## src/rtl/pwm_dbuf_pkg.sv

```systemverilog
`timescale 1ns/1ps
package pwm_dbuf_pkg;
  // default counter and register width
  localparam int PWM_CW = 16;

  // staging register select encoding, shared by write and readback
  typedef enum logic {
    SEL_PERIOD = 1'b0,
    SEL_WIDTH  = 1'b1
  } pwm_reg_e;

  localparam int PWM_NREG = 2;
endpackage

```

## src/rtl/pwm_stage.sv

```systemverilog
`timescale 1ns/1ps
module pwm_stage
  import pwm_dbuf_pkg::*;
#(
  parameter int CW = PWM_CW
) (
  input  logic          clk,
  input  logic          rst,
  input  logic          wr_en,
  input  logic          wr_sel,
  input  logic [CW-1:0] wr_data,
  input  logic          rd_sel,
  output logic [CW-1:0] rd_data,
  output logic [CW-1:0] stg_per,
  output logic [CW-1:0] stg_wid
);
  // software-owned staging registers; the hardware only reads them
  logic [CW-1:0] stg_q [PWM_NREG];

  always_ff @(posedge clk) begin
    if (rst) begin
      for (int i = 0; i < PWM_NREG; i++) stg_q[i] <= '0;
    end else if (wr_en) begin
      stg_q[wr_sel] <= wr_data;
    end
  end

  // registered readback, one clock of latency
  always_ff @(posedge clk) begin
    if (rst) rd_data <= '0;
    else     rd_data <= stg_q[rd_sel];
  end

  assign stg_per = stg_q[int'(SEL_PERIOD)];
  assign stg_wid = stg_q[int'(SEL_WIDTH)];
endmodule

```

## src/rtl/pwm_timebase.sv

```systemverilog
`timescale 1ns/1ps
module pwm_timebase
  import pwm_dbuf_pkg::*;
#(
  parameter int CW = PWM_CW
) (
  input  logic          clk,
  input  logic          rst,
  input  logic          tick,
  input  logic          load,
  input  logic [CW-1:0] stg_per,
  input  logic [CW-1:0] stg_wid,
  output logic [CW-1:0] cnt,
  output logic [CW-1:0] cnt_nxt,
  output logic [CW-1:0] act_per,
  output logic [CW-1:0] act_wid,
  output logic          restart
);
  localparam logic [CW-1:0] ONE = CW'(1);

  // last count of the period; a period of 0 wraps to all ones, i.e. 2**CW ticks
  logic [CW-1:0] per_last;
  logic          at_last;

  assign per_last = act_per - ONE;
  assign at_last  = (cnt == per_last);
  assign restart  = load | (tick & at_last);
  assign cnt_nxt  = cnt + ONE;

  always_ff @(posedge clk) begin
    if (rst) begin
      cnt     <= '0;
      act_per <= '0;
      act_wid <= '0;
    end else if (restart) begin
      cnt     <= '0;
      act_per <= stg_per;
      act_wid <= stg_wid;
    end else if (tick) begin
      cnt     <= cnt_nxt;
    end
  end
endmodule

```

## src/rtl/pwm_outflop.sv

```systemverilog
`timescale 1ns/1ps
module pwm_outflop
  import pwm_dbuf_pkg::*;
#(
  parameter int CW = PWM_CW
) (
  input  logic          clk,
  input  logic          rst,
  input  logic          tick,
  input  logic          restart,
  input  logic [CW-1:0] stg_wid,
  input  logic [CW-1:0] cnt_nxt,
  input  logic [CW-1:0] act_wid,
  output logic          pwm_out
);
  // equality against the count being entered, so the registered output
  // lines up with the counter value it belongs to
  logic hit;

  assign hit = tick & (cnt_nxt == act_wid);

  always_ff @(posedge clk) begin
    if (rst)          pwm_out <= 1'b0;
    else if (restart) pwm_out <= |stg_wid;
    else if (hit)     pwm_out <= 1'b0;
  end
endmodule

```

## src/rtl/pwm_dbuf.sv

```systemverilog
`timescale 1ns/1ps
module pwm_dbuf
  import pwm_dbuf_pkg::*;
#(
  parameter int CW = PWM_CW
) (
  input  logic          clk,
  input  logic          rst,
  input  logic          pwm_tick,
  input  logic          wr_en,
  input  logic          wr_sel,
  input  logic [CW-1:0] wr_data,
  input  logic          rd_sel,
  output logic [CW-1:0] rd_data,
  input  logic          load,
  output logic          pwm_out
);
  logic [CW-1:0] stg_per;
  logic [CW-1:0] stg_wid;
  logic [CW-1:0] cnt;
  logic [CW-1:0] cnt_nxt;
  logic [CW-1:0] act_per;
  logic [CW-1:0] act_wid;
  logic          restart;

  pwm_stage #(.CW(CW)) u_stage (
    .clk     (clk),
    .rst     (rst),
    .wr_en   (wr_en),
    .wr_sel  (wr_sel),
    .wr_data (wr_data),
    .rd_sel  (rd_sel),
    .rd_data (rd_data),
    .stg_per (stg_per),
    .stg_wid (stg_wid)
  );

  pwm_timebase #(.CW(CW)) u_tb (
    .clk     (clk),
    .rst     (rst),
    .tick    (pwm_tick),
    .load    (load),
    .stg_per (stg_per),
    .stg_wid (stg_wid),
    .cnt     (cnt),
    .cnt_nxt (cnt_nxt),
    .act_per (act_per),
    .act_wid (act_wid),
    .restart (restart)
  );

  pwm_outflop #(.CW(CW)) u_out (
    .clk     (clk),
    .rst     (rst),
    .tick    (pwm_tick),
    .restart (restart),
    .stg_wid (stg_wid),
    .cnt_nxt (cnt_nxt),
    .act_wid (act_wid),
    .pwm_out (pwm_out)
  );
endmodule

```

## config.mk

```make
export PLATFORM = sky130hd
export DESIGN_NAME = pwm_dbuf
export DESIGN_NICKNAME = d
export VERILOG_FILES = /design/src/rtl/pwm_dbuf_pkg.sv /design/src/rtl/pwm_stage.sv /design/src/rtl/pwm_timebase.sv /design/src/rtl/pwm_outflop.sv /design/src/rtl/pwm_dbuf.sv
export SDC_FILE = /design/constraint.sdc
export NUM_CORES = 1
export LEC_CHECK = 0
export ABC_AREA = 1
export BUFFER_PORTS_ARGS = -buffer_cell sky130_fd_sc_hd__buf_2
export CAP_MARGIN = 20
export CORE_UTILIZATION = 25
export DETAILED_ROUTE_END_ITERATION = 10
export HOLD_SLACK_MARGIN = 0.08
export PLACE_DENSITY = 0.4
export SYNTH_ARGS = -nofsm -noshare
export SYNTH_HDL_FRONTEND = slang
export SYNTH_SLANG_ARGS = --single-unit
```

## constraint.sdc

```tcl
create_clock -name clk -period 2.3 [get_ports clk]
set_clock_uncertainty 0.05 [all_clocks]
set_input_delay 0.46 -clock clk [delete_from_list [all_inputs] [get_ports clk]]
set_output_delay 0.46 -clock clk [all_outputs]
set_load 0.02 [all_outputs]
```

# Word level (Yosys, flattened, before mapping)
# Memories as Yosys holds them, arrays and structs flattened. A register that Yosys moved wholly into a read port is not among the register bits.
# Index checks and enable logic that the tools add are counted.
[op_classes]
n_addsub = 2
n_eq_ne = 2
muxes = 10
bitwise_logic = 3
reduce_logical = 4
[ops]
columns = ["op", "count"]
rows = [
  ["== test 16 bit", 2],
  ["OR reduction 16 bit", 2],
  ["adder 16 x 1 -> 16 bit, second input constant", 1],
  ["2-to-1 mux 16 bit", 1],
  ["subtractor 16 x 1 -> 16 bit, second input constant", 1],
  ["2-to-1 mux 1 bit", 9],
  ["bitwise AND 1 bit", 2],
  ["nonzero test 2 bit", 1],
  ["OR reduction 2 bit", 1],
  ["bitwise OR 1 bit", 1],
]
[totals]
register_bits = 33
ramBits = 32
input_bits = 23
memories = 1
[memory_table]
columns = ["name", "words", "width", "rd", "rd_clocked_by_memory_dff", "wr", "line", "rtl"]
rows = [
  ["u_stage.stg_q", 2, 16, 3, 2, 2, "pwm_stage.sv:18", "logic [CW-1:0] stg_q [PWM_NREG];"],
]

# Logic depth before layout (Yosys ltp)
# Gate-level depths: netlist (run 1).
[depth]
word_depth = 5
mapped_depth = 16
mapped_depth_nobuf = 16

# Hierarchy
# Synthesis (run 1) repeated with hierarchy kept, for this count alone.
[hier_totals]
cells_unflattened = 762
hier_area_um2 = 5293.8
[by_module_without_submodules]
columns = ["mod", "n_inst", "cells_per_inst", "area_each_um2", "seq_area_each_um2"]
rows = [
  ["pwm_timebase", 1, 484, 3022.9, 960.9],
  ["pwm_stage", 1, 189, 1883.1, 1281.2],
  ["pwm_outflop", 1, 89, 387.9, 20.0],
]

# Worst setup path before layout (run 1)
# OpenSTA, ideal clock, no wires.
[synth_path]
path_type = "register to register"
from = "reg u_tb.act_per[0] (read register of u_stage.stg_q)"
to = "reg u_tb.act_wid[15]"
arrival_time_ps = 1812
setup_slack_ps = 322
stages_incl_launch_ff = 17
synth_period_minus_slack_ps = 1978
path_cell_list = "dfxtp_1 inv_1 ha_1 nand2_2 nor2_4 nand2_1 nand2_1 nand2_1 nor2_1 nand2_1 nor2_2 nand3_2 nand2_2 inv_2 buf_2 nor2_1 nor2_1"
[synth_via]
elab_chain_cells = 4
[synth_lines]
columns = ["element", "line", "rtl"]
rows = [
  ["from (decl)", "pwm_timebase.sv:15", "output logic [CW-1:0] act_per,"],
  ["subtractor 16 x 1 -> 16 bit", "pwm_timebase.sv:25", "assign per_last = act_per - ONE;"],
  ["== test 16 bit", "pwm_timebase.sv:26", "assign at_last = (cnt == per_last);"],
  ["bitwise AND 1 bit", "pwm_timebase.sv:27", "assign restart = load | (tick & at_last);"],
  ["bitwise OR 1 bit", "pwm_timebase.sv:27", ""],
  ["to (signal assigned)", "pwm_timebase.sv:38", "act_wid <= stg_wid;"],
  ["to (decl)", "pwm_timebase.sv:16", "output logic [CW-1:0] act_wid,"],
]
# Every way passes these cells.
# A chain may end at the register's enable or synchronous reset.

# Final worst setup path (run 1)
[layout_path]
from = "reg u_tb.cnt[0]"
to = "reg u_out.pwm_out"
[layout_via]
elab_chain_cells = 4
word_cells_on_any_way = 8
[layout_lines]
columns = ["element", "line", "rtl"]
rows = [
  ["from (decl)", "pwm_timebase.sv:13", "output logic [CW-1:0] cnt,"],
  ["from (signal assigned)", "pwm_timebase.sv:40", "cnt <= cnt_nxt;"],
  ["adder 16 x 1 -> 16 bit", "pwm_timebase.sv:28", "assign cnt_nxt = cnt + ONE;"],
  ["net cnt_nxt[1]", "pwm_dbuf.sv:21", "logic [CW-1:0] cnt_nxt;"],
  ["== test 16 bit", "pwm_outflop.sv:20", "assign hit = tick & (cnt_nxt == act_wid);"],
  ["bitwise AND 1 bit", "pwm_outflop.sv:20", ""],
  ["nonzero test 2 bit (no source line)", "-", ""],
  ["to (signal assigned)", "pwm_outflop.sv:24", "else if (restart) pwm_out <= |stg_wid;"],
  ["to (decl)", "pwm_outflop.sv:14", "output logic pwm_out"],
]
# The timed path passes the listed nets, and every way through them passes these cells.

==> results of run 1 <==
==> worst max path at each step <==
stage | from | endpoint | slack, ps | cells after the start
final | u_tb.cnt[0] | u_out.pwm_out | 200 | 14
after global routing | u_tb.act_per[0] | u_tb.act_wid[1] | -20 | 13
after global placement | u_tb.act_per[5] | u_tb.cnt[0] | -60 | 11
after floorplan | u_tb.act_per[0] | u_tb.act_wid[15] | 320 | 16
after CTS | u_tb.act_per[0] | u_tb.act_wid[3] | 9 | 15
after detailed placement | u_tb.act_per[5] | u_tb.cnt[14] | -50 | 11
==> registers in the layout, indices dropped and copies added, names as in the netlist <==
| register | count |
|---|---|
| u_out.pwm_out | 1 |
| u_stage.rd_data | 16 |
| u_stage.stg_q | 32 |
| u_tb.act_per | 16 |
| u_tb.act_wid | 16 |
| u_tb.cnt | 16 |
==> logic make-up (layout without fill, tap and decap cells) <==
group | count (synthesis) | count (layout) | synth area share [%]
and+or+nand+nor | 360 | 360 | 31.3
adders and majority gates | 2 | 2 | 0.520
buffers and inverters | 91 | 140 | 7.85
DFF | 97 | 97 | 47.0
xor gates and xnor gates | 19 | 19 | 4.32
AOI/OAI and AO/OA | 84 | 84 | 9.00
==> timing repair <==
| action | 4_1_cts | 5_1_grt |
|---|---|---|
| resized for setup | 2 | 18 |
| gates cloned | 0 | 1 |
| endpoints found under the setup margin | 17 | 49 |
==> metrics by stage <==
| step | utilization, % | hold WS [ps] | setup TNS [ps] | cells | instance area, sq um |
|---|---|---|---|---|---|
| 3_5_place_dp | 28.2 | 436 | -332 | 919 | 5300 |
| 2_1_floorplan | - | 413 | 0 | 653 | 4810 |
| 3_3_place_gp | 28.2 | 435 | -526 | 919 | 5300 |
| 6_report | 30.2 | 226 | 0 | 936 | 5670 |
| 4_1_cts | 29.7 | 222 | 0 | 935 | 5580 |
| 5_1_grt | 30.2 | 242 | -16.5 | 936 | 5670 |
==> worst register-to-register path: cells and delay by family (launching register included) <==
family	cells	cell delay [ps]
adders and majority gates	1	350
buffers and inverters	1	40
and+or+nand+nor	12	1180
DFF	1	360
==> routing by layer <==
| layer | global-route usage [%] | vias up | share of wire, % |
|---|---|---|---|
| met3 | 2.45 | 16 | 3.5 |
| met2 | 21.4 | 81 | 45 |
| li1 | - | 2175 | - |
| met4 | 5.32 | 0 | 1.8 |
| met1 | 18.3 | 1880 | 50 |
| met5 | 0 | - | 0 |
==> cells in the mapped netlist (5+ instances only) <==
| cell type | count | share of area (%) |
|---|---|---|
| nor2_1 | 164 | 13 |
| nand2_1 | 125 | 9.8 |
| dfxtp_1 | 65 | 27 |
| inv_1 | 64 | 5.0 |
| o21ai_0 | 46 | 4.8 |
| nand3_1 | 41 | 4.3 |
| edfxtp_1 | 32 | 20 |
| a21oi_1 | 19 | 2.0 |
| o21ai_1 | 14 | 1.5 |
| xor2_1 | 13 | 2.4 |
| clkbuf_1 | 11 | 0.86 |
| nand3b_1 | 7 | 1.1 |
| nand4_1 | 6 | 0.78 |
| buf_2 | 5 | 0.52 |
==> where the power goes <==
part / switching [uW] / internal [uW] / leakage, uW
registers: 105 / 1890 / 0.000854
clock network: 721 / 751 / 0.000135
logic: 332 / 204 / 0.00148
==> area by class of cell <==
cell class / count / area share, %
Inverter: 68 / 4.64
Clock buffer: 10 / 4.04
Sequential cell: 97 / 40.0
Clock inverter: 6 / 0.883
Multi-Input combinational cell: 465 / 39.1
Tap cell: 234 / 5.17
Timing Repair Buffer: 56 / 6.23
==> run metrics, run 1 <==
peak supply drop 0.291 mV; final net count 722; CP top delay family simple AND/OR/NAND/NOR gates; Inserted Clock Buffers 9; CTS root buffer clkbuf_16; vias in the first global route 3,961; initial antenna violation count 0; Slowest-stage cell, CP dfxtp_2; EDFF count, synth 32; CP max FO 6; Post-DRT Antenna Nets 0; Crit. End Element flip-flop; largest net degree at the start of global routing 45; detailed router's first-iteration violation count 269; Worst Setup Start Kind flip-flop; outcome finished, final reports clean; hold_sp rst; fin. max-slew vios 0; Remaining DRCs 0; Post-Syn Nets 678; P per Cell Area 706 nW/um^2; worst r2r src u_tb.cnt[0]; Critical Path AT 2290 ps; leakage 0.00247 uW; wire length of the first global-routing pass 20.5 mm; share of cells above drive strength 1 13.4%; cell chain of the critical path ha_2 > inv_1 > nand2_1 > nand3_1 > nor2_1 > nand3_1 > nor2_1 > nand3_1 > nor2_1 > nand3_1 > nor2_2 > nor2_1 > nor2_1 > nor2_1; global route total overflow 0; WP data required 2500 ps; IO Port Bufs 39; CTS tree done; Reg2Reg Depth 14; Post-Route WL 13.0 mm; # fillers 2,063; total track usage 13.5%; Hold Path Stages 2; H-tree Lvls 3; postcts setup bufs 0; final hold viol count 0; buffers plus inverters on the worst setup path 1; post-synth cell types 31; sequential-to-total area share from yosys stat 47.0%; Yosys Warn Count 0; Cell Area, Synth 4810 sq um; most frequent cell on the critical path nor2_1; Placer Congestion 0.827; Slew headroom 73.7%; WL/cell 13.9 um; via density per instance 4.44; vias 4,152; clock-pin transition on the worst setup and hold timing paths 70 ps; clock tree buffer depth 2; Yosys reg bits 97; total power 4000 uW; die width 141 um; drt first pass iters 4; # IOs 40; HP Class in -> reg; Synth Instances 653; DP HPWL 9.79 mm; post-synthesis async set-or-reset flop share 0%; Multi-input gate area 2210 sq um; die area 19,800 sq um; Worst R2R End u_out.pwm_out; Floorplan Core Area 18,800 sq um; Layout area overhead 17.8%; worst skew pair latency 350 ps; reg-to-reg setup timing slack 200 ps; die height 141 um; Final setup viols 0; hold path endpoint u_out.pwm_out; RSZ-0062 raised after global routing yes; Rows 50; main flop type after synthesis dfxtp_1; kind of critical path reg -> reg; measured slew at the worst slew-check pin 391 ps; most frequent cells in the layout nor2_1 (160), nand2_1 (125), inv_1 (64); post-place setup slack -48.6 ps; register area 2270 sq um; Antenna diodes 0; fin crit share 91.2%; Hold-fix buffers, CTS 0; FMAX 477 MHz; commonest non-fill, non-tap cell in the layout nor2_1; fin crit period 2100 ps; Avg Synthesized Cell Area 7.37 sq um; Final WS setup 202 ps; Max Cap Viol 0; CTS Sinks 97; critical path's largest stage delay 360 ps; initial core utilization 25.6%
Note: power is estimated with default switching activity, not from simulation.
==> run 2, diff against run 1 <==
Settings changed: ABC_AREA 1 to unset.
==> run metrics, run 2 <==
Biggest register u_stage.stg_q; Synth Instances 524 (-20%); max reg flops 32 (unchanged); failing checks setup timing; most frequent cell after synthesis nand2b_1; peak supply drop 0.288 mV (-1.0%); vias 3,917 (-5.7%); Rows 52 (+4.0%); total track usage 13.3% (-0.23 points); P per Cell Area 620 nW/um^2 (-12%); Hold-fix buffers, CTS 0 (unchanged); via density per instance 4.51 (+1.7%); IO Port Bufs 39 (unchanged); measured slew at the worst slew-check pin 550 ps (+159 ps); Remaining DRCs 0 (unchanged); post-synthesis async set-or-reset flop share 0% (unchanged); RSZ-0062 raised after global routing yes; fin crit share 117% (+25 points); CP top delay family simple AND/OR/NAND/NOR gates; leakage 0.00252 uW (+1.7%); Final setup viols 49 (+49); Antenna diodes 0 (unchanged); Avg Synthesized Cell Area 9.91 sq um (+35%); Critical Path AT 2860 ps (+570 ps); fin. max-slew vios 0 (unchanged); most frequent cells in the layout nand2b_1 (66), dfxtp_1 (61), buf_4 (52); initial core utilization 25.6% (-0.042 points); Yosys Warn Count 0 (unchanged); critical path's largest stage delay 500 ps (+140 ps); cell chain of the critical path or3_4 > or4_1 > a211o_1 > a32oi_2 > o2111ai_2 > o21a_4 > buf_12 > nor3b_2; # IOs 40 (unchanged); die height 146 um (+3.9%); Final WS setup -380 ps (-582 ps); Post-Route WL 13.5 mm (+3.6%); outcome complete, but fails checks; fin crit period 2680 ps (+582 ps); buffers plus inverters on the worst setup path 1 (unchanged); Max Cap Viol 0 (unchanged); final core area utilization 32.0% (+1.8 points); total power 4030 uW (+0.76%); post-synth cell types 58 (+87%); wire length of the first global-routing pass 21.9 mm (+6.4%); drt first pass iters 4 (unchanged); HP Class in -> reg; Slew headroom 62.9% (-11 points); DP HPWL 9.91 mm (+1.3%); Worst Setup Start Kind flip-flop; Synth area leader dfxtp_1; WP data required 2480 ps (-20 ps); Post-DRT Antenna Nets 0 (unchanged); final net count 618 (-14%); largest cells by area after synthesis dfxtp_1 (25%), edfxtp_1 (18%), mux2i_1 (9.8%); Layout area overhead 25.2%; detailed router's first-iteration violation count 237 (-12%); EDFF count, synth 32 (unchanged); Yosys reg bits 97 (unchanged); H-tree Lvls 3 (unchanged); final hold viol count 0 (unchanged); Inserted Clock Buffers 9 (unchanged); WL/cell 15.5 um (+12%); kind of critical path reg -> reg; # fillers 2,148 (+4.1%); top cells by count, synth nand2b_1 (66), dfxtp_1 (65), mux2i_1 (51); Cell Area, Synth 5190 sq um (+8.0%); main flop type after synthesis dfxtp_1; worst skew pair latency 350 ps (about the same); clock tree buffer depth 2 (unchanged); initial antenna violation count 0 (unchanged); Placer Congestion 0.831 (+0.46%); post-place setup slack -432 ps (-383 ps); CTS Sinks 97 (unchanged); Floorplan Core Area 20,300 sq um (+8.2%); clock-pin transition on the worst setup and hold timing paths 70 ps (about the same); FMAX 373 MHz (-22%); Hold Worst Slack 341 ps (+115 ps); area fraction of the dominant cell type after synthesis 25.0% (-2.0 points); commonest non-fill, non-tap cell in the layout nand2b_1; largest net degree at the start of global routing 99 (+120%); share of cells above drive strength 1 25.3% (+12 points); sequential-to-total area share from yosys stat 43.5% (-3.5 points); CP max FO 16 (+10); die area 21,400 sq um (+7.9%); global route total overflow 0 (unchanged); CTS root buffer clkbuf_16; Slowest-stage cell, CP or4_1; Post-Syn Nets 549 (-19%); die width 146 um (+3.9%); vias in the first global route 3,955 (-0.15%); CTS tree done; Crit. End Element flip-flop
==> run 2: cell count changes after synthesis, moves of 21 or more <==
cell      delta
and2_1      +34
inv_1       -54
mux2i_1     +51
nand2_1    -115
nand2b_1    +66
nand3_1     -29
nor2_1     -138
nor3b_1     +21
o21ai_0     -41
==> run 2: layout make-up <==
cell class / count / area (sq um) / area share, %
sequential: 97 / 2270 / 34.9
timing repair buffer: 97 / 713 / 11.0
tap: 270 / 338 / 5.20
clock inverter: 6 / 52.6 / 0.808
clock buffer: 10 / 229 / 3.52
multi-input combinational: 378 / 2870 / 44.1
inverter: 10 / 37.5 / 0.577
==> run 2: what timing repair did <==
action / in CTS / in global routing
gates cloned: 1 / 0
hold endpoints to repair: 0 / 0
pin swaps: 2 / 0
endpoints found under the setup margin: 49 / 49
resized for setup: 13 / 3
buffers inserted: 0 / 1
==> run 2: layer usage <==
metal	GRT usage, %	share of wire (%)	wire length [um]	up-vias
li1	-	-	-	1982
met2	21.1	46	6250	56
met1	18.1	49	6630	1863
met3	2.34	2.9	391	16
met5	0	0	0	-
met4	4.69	1.6	218	0
==> run 2: report_power, final <==
part	internal [uW]	switching, uW
Clock	752	705
Sequential	1880	85.7
Combinational	296	315
==> run 2: worst paths after layout <==
| path | from | to | slack (ps) | cells after the start |
|---|---|---|---|---|
| setup reg to reg | u_tb.act_per[2] | u_tb.cnt[2] | -380 | 8 |
| setup / recovery | u_tb.act_per[2] | u_tb.cnt[2] | -380 | 8 |
| hold / removal | wr_data[3] | u_stage.stg_q[1][3] | 340 | 2 |
| hold reg to reg | u_tb.act_wid[1] | u_tb.act_wid[1] | 440 | 2 |
==> run 2: per-stage QoR <==
stage                     std cells  setup TNS, ps  cell area (sq um)
after detailed placement        850         -19880               6110
after CTS                       867         -17430               6480
after global placement          850         -19160               6110
after global routing            868         -22600               6500
final                           868         -17050               6500
after floorplan                 524         -14990               5290
==> run 2: logic make-up after synthesis <==
logic type,share of synthesized area (%)
xor+xnor,7.76
buf+inv,4.31
flops,43.5
fa+ha+maj,0.482
simple gates,27.2
compound gates,6.91
mux,9.83
==> run 2: worst reg2reg max path, stage by stage (launching register included) <==
cell	delay (ps)
dfxtp_1	370
or3_4	360
or4_1	500
a211o_1	280
a32oi_2	210
o2111ai_2	170
o21a_4	290
buf_12	170
nor3b_2	160
